### config.mk
export PLATFORM = sky130hd
export DESIGN_NAME = fpx_resolver
export DESIGN_NICKNAME = d
export VERILOG_FILES = /design/src/rtl/fpx_pkg.sv /design/src/rtl/fpx_pre_rank.sv /design/src/rtl/fpx_post_rank.sv /design/src/rtl/fpx_resolver.sv
export SDC_FILE = /design/constraint.sdc
export NUM_CORES = 1
export LEC_CHECK = 0
export ABC_AREA = 1
export BUFFER_PORTS_ARGS = -buffer_cell sky130_fd_sc_hd__buf_2
export CAP_MARGIN = 20
export CORE_MARGIN = 2
export CORE_UTILIZATION = 39
export DETAILED_ROUTE_END_ITERATION = 8
export PLACE_DENSITY = 0.73
export SETUP_SLACK_MARGIN = 0.4
export SLEW_MARGIN = 20
export SYNTH_ARGS = -nofsm -noshare
export SYNTH_HDL_FRONTEND = slang
export SYNTH_SLANG_ARGS = --single-unit
export TNS_END_PERCENT = 1
### constraint.sdc
create_clock -name clk -period 0.94 [get_ports clk]
set_input_delay 0.188 -clock clk [delete_from_list [all_inputs] [get_ports clk]]
set_output_delay 0.188 -clock clk [all_outputs]
set_load 0.03 [all_outputs]
### src/rtl/fpx_pkg.sv
package fpx_pkg;

    localparam int NFLAGS   = 6;
    localparam int NPRE     = 8;
    localparam int NPOST    = 3;
    localparam int CODE_W   = 3;

    localparam int F_IE = 0;
    localparam int F_ZE = 1;
    localparam int F_DE = 2;
    localparam int F_OE = 3;
    localparam int F_UE = 4;
    localparam int F_PE = 5;

    typedef enum logic [1:0] {
        SEL_COMPUTED = 2'b00,
        SEL_INDEF    = 2'b01,
        SEL_QNAN     = 2'b10,
        SEL_NOWRITE  = 2'b11
    } res_sel_e;

    typedef enum logic [CODE_W-1:0] {
        CODE_NONE      = 3'd0,
        CODE_STK_UNDER = 3'd1,
        CODE_STK_OVER  = 3'd2,
        CODE_UNSUP     = 3'd3,
        CODE_SNAN      = 3'd4,
        CODE_OTHER     = 3'd5
    } inv_code_e;

    typedef struct packed {
        logic stk_under;
        logic stk_over;
        logic unsup;
        logic snan;
        logic qnan;
        logic inv_other;
        logic zdiv;
        logic denorm;
    } pre_cond_t;

    typedef struct packed {
        logic ovf;
        logic unf;
        logic inx;
    } post_cond_t;

    typedef struct packed {
        logic [NFLAGS-1:0] raise;
        logic              fault;
        res_sel_e          sel;
        inv_code_e         code;
        logic              proceed;
    } verdict_t;

endpackage

### src/rtl/fpx_pre_rank.sv
module fpx_pre_rank
    import fpx_pkg::*;
(
    input  pre_cond_t  cond,
    input  logic [2:0] mask_lo,
    output verdict_t   verdict
);

    logic rank_one;
    logic rank_three;
    logic [NFLAGS-1:0] r3_bits;

    assign rank_one   = cond.stk_under | cond.stk_over | cond.unsup | cond.snan;
    assign rank_three = cond.inv_other | cond.zdiv;

    always_comb begin
        r3_bits        = '0;
        r3_bits[F_IE]  = cond.inv_other;
        r3_bits[F_ZE]  = cond.zdiv;
    end

    always_comb begin
        verdict         = '0;
        verdict.sel     = SEL_COMPUTED;
        verdict.code    = CODE_NONE;
        if (cond.stk_under)      verdict.code = CODE_STK_UNDER;
        else if (cond.stk_over)  verdict.code = CODE_STK_OVER;
        else if (cond.unsup)     verdict.code = CODE_UNSUP;
        else if (cond.snan)      verdict.code = CODE_SNAN;
        else if (!cond.qnan && cond.inv_other) verdict.code = CODE_OTHER;

        if (rank_one) begin
            verdict.raise[F_IE] = 1'b1;
            verdict.fault       = !mask_lo[F_IE];
            verdict.sel         = mask_lo[F_IE] ? SEL_INDEF : SEL_NOWRITE;
        end else if (cond.qnan) begin
            verdict.sel         = SEL_QNAN;
        end else if (rank_three) begin
            verdict.raise = r3_bits;
            verdict.fault = |(r3_bits[2:0] & ~mask_lo);
            if (verdict.fault)        verdict.sel = SEL_NOWRITE;
            else if (cond.inv_other)  verdict.sel = SEL_INDEF;
            else                      verdict.sel = SEL_COMPUTED;
        end else if (cond.denorm) begin
            verdict.raise[F_DE] = 1'b1;
            verdict.fault       = !mask_lo[F_DE];
            verdict.sel         = mask_lo[F_DE] ? SEL_COMPUTED : SEL_NOWRITE;
            verdict.proceed     = mask_lo[F_DE];
        end else begin
            verdict.proceed     = 1'b1;
        end
    end

endmodule

### src/rtl/fpx_post_rank.sv
module fpx_post_rank
    import fpx_pkg::*;
(
    input  post_cond_t cond,
    input  logic [2:0] mask_hi,
    output verdict_t   verdict
);

    logic [NPOST-1:0] hit;
    logic             blocking;

    assign hit      = {cond.inx, cond.unf, cond.ovf} & ~mask_hi;
    assign blocking = hit[0] | hit[1];

    always_comb begin
        verdict             = '0;
        verdict.code        = CODE_NONE;
        verdict.raise[F_OE] = cond.ovf;
        verdict.raise[F_UE] = cond.unf;
        verdict.raise[F_PE] = cond.inx;
        verdict.fault       = |hit;
        verdict.sel         = blocking ? SEL_NOWRITE : SEL_COMPUTED;
    end

endmodule

### src/rtl/fpx_resolver.sv
module fpx_resolver
    import fpx_pkg::*;
(
    input  logic              clk,
    input  logic              rst_n,
    input  logic              clear_flags,
    input  logic              pre_valid,
    input  logic [NPRE-1:0]   pre_cond,
    input  logic              post_valid,
    input  logic [NPOST-1:0]  post_cond,
    input  logic [NFLAGS-1:0] exc_mask,
    output logic              res_valid,
    output logic [1:0]        res_sel,
    output logic              commit,
    output logic              fault,
    output logic [CODE_W-1:0] inv_code,
    output logic [NFLAGS-1:0] flags
);

    typedef enum logic {
        ST_IDLE  = 1'b0,
        ST_AWAIT = 1'b1
    } state_e;

    state_e    state, state_d;
    verdict_t  pre_v, post_v;
    logic      awaiting;
    logic      take_pre, take_post;

    logic              rv_d, fault_d, commit_d;
    res_sel_e          sel_d, sel_q;
    inv_code_e         code_d, code_q;
    logic [NFLAGS-1:0] raise_d, flags_q;
    logic              rv_q, fault_q, commit_q;

    fpx_pre_rank u_pre (
        .cond    (pre_cond_t'(pre_cond)),
        .mask_lo (exc_mask[2:0]),
        .verdict (pre_v)
    );

    fpx_post_rank u_post (
        .cond    (post_cond_t'(post_cond)),
        .mask_hi (exc_mask[5:3]),
        .verdict (post_v)
    );

    assign awaiting  = (state == ST_AWAIT);
    assign take_pre  = pre_valid && !awaiting;
    assign take_post = post_valid && awaiting;

    // next state: PROCEED, SETTLE, FINISH
    always_comb begin
        state_d = state;
        unique case (state)
            ST_IDLE:  if (take_pre && pre_v.proceed) state_d = ST_AWAIT;
            ST_AWAIT: if (take_post)                 state_d = ST_IDLE;
            default:  state_d = ST_IDLE;
        endcase
    end

    always_ff @(posedge clk) begin
        if (!rst_n) state <= ST_IDLE;
        else        state <= state_d;
    end

    always_comb begin
        rv_d    = 1'b0;
        fault_d = 1'b0;
        sel_d   = SEL_COMPUTED;
        code_d  = CODE_NONE;
        raise_d = '0;
        unique case (state)
            ST_IDLE: begin
                if (take_pre) begin
                    raise_d = pre_v.raise;
                    if (!pre_v.proceed) begin
                        rv_d    = 1'b1;
                        fault_d = pre_v.fault;
                        sel_d   = pre_v.sel;
                        code_d  = pre_v.code;
                    end
                end
            end
            ST_AWAIT: begin
                if (take_post) begin
                    raise_d = post_v.raise;
                    rv_d    = 1'b1;
                    fault_d = post_v.fault;
                    sel_d   = post_v.sel;
                end
            end
            default: ;
        endcase
        commit_d = rv_d && (sel_d != SEL_NOWRITE);
    end

    always_ff @(posedge clk) begin
        if (!rst_n) begin
            rv_q     <= 1'b0;
            fault_q  <= 1'b0;
            commit_q <= 1'b0;
            sel_q    <= SEL_COMPUTED;
            code_q   <= CODE_NONE;
            flags_q  <= '0;
        end else begin
            rv_q     <= rv_d;
            fault_q  <= fault_d;
            commit_q <= commit_d;
            sel_q    <= sel_d;
            code_q   <= code_d;
            flags_q  <= (clear_flags ? '0 : flags_q) | raise_d;
        end
    end

    assign res_valid = rv_q;
    assign fault     = fault_q;
    assign commit    = commit_q;
    assign res_sel   = sel_q;
    assign inv_code  = code_q;
    assign flags     = flags_q;

endmodule

==> run metrics <==
Hold WC Path Type in -> reg; Worst Setup End Kind register; fmax 1050 MHz; grt total ovfl 0; final-stage net count around 170; remaining routing DRC violations 0; fin crit share 101%; run status complete, but fails checks; final WL 1.89 mm; placed instance count around 160; layout cells sized above 1 approximately 63%; worst setup margin -0.00918 ns; CTS root buf clkbuf_4; P_sw between 0.0004 and 0.0005 W; max incr delay on CP 0.41 ns; row cnt 15; Gate power share between 20% and 30%; DRT Pass-1 Iters 4; crit path DAT about 1.2 ns; Flop pwr share 49.5%; failing checks setup timing; CP Launch Type register; vias per std cell 4.66; Die Wd about 47 um; commonest non-fill, non-tap cells in the layout 21 x buf_2, 19 x inv_1, 16 x nand2_1; Initial Util about two fifths; total CTS buffers 3; Largest delay share family, worst path flip-flops; DP HPWL between 1 and 1.5 mm; Synth Register Bits 15; Slowest-stage cell, CP dfxtp_4; initial antenna violation count 0; Setup TNS -0.0225 ns; first-pass GRT wire length ~2.6 mm; PortBufs 35; Fin. Hold Viols 0; routability cong. around 0.74; Leakage a little under 0.6 nW; Max-Cap Viols 0; worst-path cell chain nand2_4, inv_2, nand2_2, o21a_1, a21oi_1; final instance area approximately 1200 sq um; dpl cell area around 980 sq um; WL per Instance ~11 um; commonest non-fill, non-tap cell in the layout buf_2; Sw Ratio 29.8%; Power per Cell Area approximately 1100 nW/um^2; CTS sink cnt 15; Syn Nets 120; Tot GR Track Use ~17%; maximum root-to-sink buffer count 2; Clock Pin Slew Worst Setup and Hold Paths 0.09 ns; n_diodes 0; sequential share of the synthesized area between 40% and 50%; ANT nets after route 0; Yosys cell types 22; setup violation total in the final timing report 4; I/O Pins 36; # fillers 140; vias in the first global route a little under 700; area grow syn2layout 66.8%; die height roughly 47 um; largest net degree at the start of global routing 10; htree depth 1; Worst-Margin Slew between 0.3 and 0.4 ns; Max FO, Critical Path 4; relative slew slack around 80%; Power Total around 0.0013 W; crit path time final around 0.95 ns; Crit Path Category reg -> reg; core area around 1700 sq um; Avg Inst Size Synth around 7.4 sq um; Warnings, synthesis 0; Max VDD drop between 500 and 600 uV; post-route insts no fill roughly 170; skew final between 0.002 and 0.003 ns; internal power around 0.00094 W; Post-Syn Instances 98; Slew Limit Fails 0; Buf/Inv on CP 1; worst skew pair latency slightly below 0.3 ns; TritonCTS clock tree yes; RSZ-0062 raised after global routing yes; clock share of power about 28%; full die area between 2000 and 2500 sq um; 1st-iter DRT viols 15; Netlist Area Pre-Place 724 sq um; vias 783; CP required 1.16 ns
==> stage by stage <==
step | utilization, % | setup slack, ns | hold slack (ns)
2_1_floorplan | - | 0.0735 | 0.315
3_3_place_gp | 56.4 | -0.108 | 0.450
3_5_place_dp | 56.4 | -0.143 | 0.447
4_1_cts | 65.0 | -0.00272 | 0.168
5_1_grt | 69.2 | -0.0430 | 0.151
6_report | 69.2 | -0.00918 | 0.144
==> layer usage <==
metal / share of wire [%] / GRT usage [%] / vias to the layer above
met2: 55 / 31.2 / 20
met1: 39 / 18.4 / 361
met5: 0 / 0 / -
met4: 0.74 / 5.00 / 0
met3: 5.5 / 4.62 / 4
li1: - / - / 398
==> tightest hold or removal path: stages <==
cell and delay, ns:
buf_2 0.12, nand2_2 0.06, inv_1 0.04
==> cells in the mapped netlist, drive strengths merged <==
master   n  area share (%)
nor2     7             5.7
buf      1            0.69
o32ai    2             2.4
nor3     2             2.1
inv     22              11
nand3    9             8.3
o22ai    4             3.5
o21a     1             1.0
or2      1            0.86
a21oi    5             4.0
o21bai   1             1.0
dfxtp   15              41
o21ai    3             3.6
nand2   25              14
==> area by class of cell <==
type                    count  area [sq um]  share of cell area, %
clock buffers               3          22.5                   1.86
clock inverters             1          5.00                  0.414
inverters                  22          82.6                   6.83
multi-input cells          60           430                   35.6
flip-flops and latches     15           322                   26.6
well taps                  25          31.3                   2.59
repair buffers             42           315                   26.1
==> worst paths after layout <==
path	startpoint	to	slack, ns	cells past startpoint
worst max-delay path	awaiting$_SDFF_PN0_	fault$_SDFF_PN0_	-0.009	5
worst min-delay path	rst_n	res_valid$_SDFF_PN0_	0.14	3
worst max register to register	awaiting$_SDFF_PN0_	fault$_SDFF_PN0_	-0.009	5
worst min register to register	flags[0]$_SDFF_PN0_	flags[0]$_SDFF_PN0_	0.47	2
==> registers in the layout, indices dropped and copies added (netlist names) <==
signal / cells
inv_code: 3
res_sel: 2
res_valid: 1
fault: 1
commit: 1
awaiting: 1
flags: 6
==> kinds of logic (layout without fill, tap and decap cells) <==
logic type	after synthesis	after routing	synth area share, %
flops	15	15	41.5
simple gates	44	44	30.9
compound gates	16	16	15.5
buf+inv	23	68	12.1
==> power groups by stage <==
| stage | registers (W) | clock network [W] | logic (W) |
|---|---|---|---|
| after detailed placement | 0.000674 | 0 | 0.000249 |
| after global routing | 0.000667 | 0.000421 | 0.000326 |
| after global placement | 0.000673 | 0 | 0.000245 |
| after floorplan | 0.000714 | 0 | 0.000101 |
| final | 0.000665 | 0.000377 | 0.000301 |
| after CTS | 0.000667 | 0.000373 | 0.000275 |
==> repair_timing <==
action	4_1_cts	5_1_grt
hold buffers	0	0
endpoints found under the hold margin	0	0
setup endpoints to repair	29	29
gates resized for setup	43	15
pin swaps	1	11
buffers inserted	1	0
No activity file was read; power rests on OpenSTA's default activity.
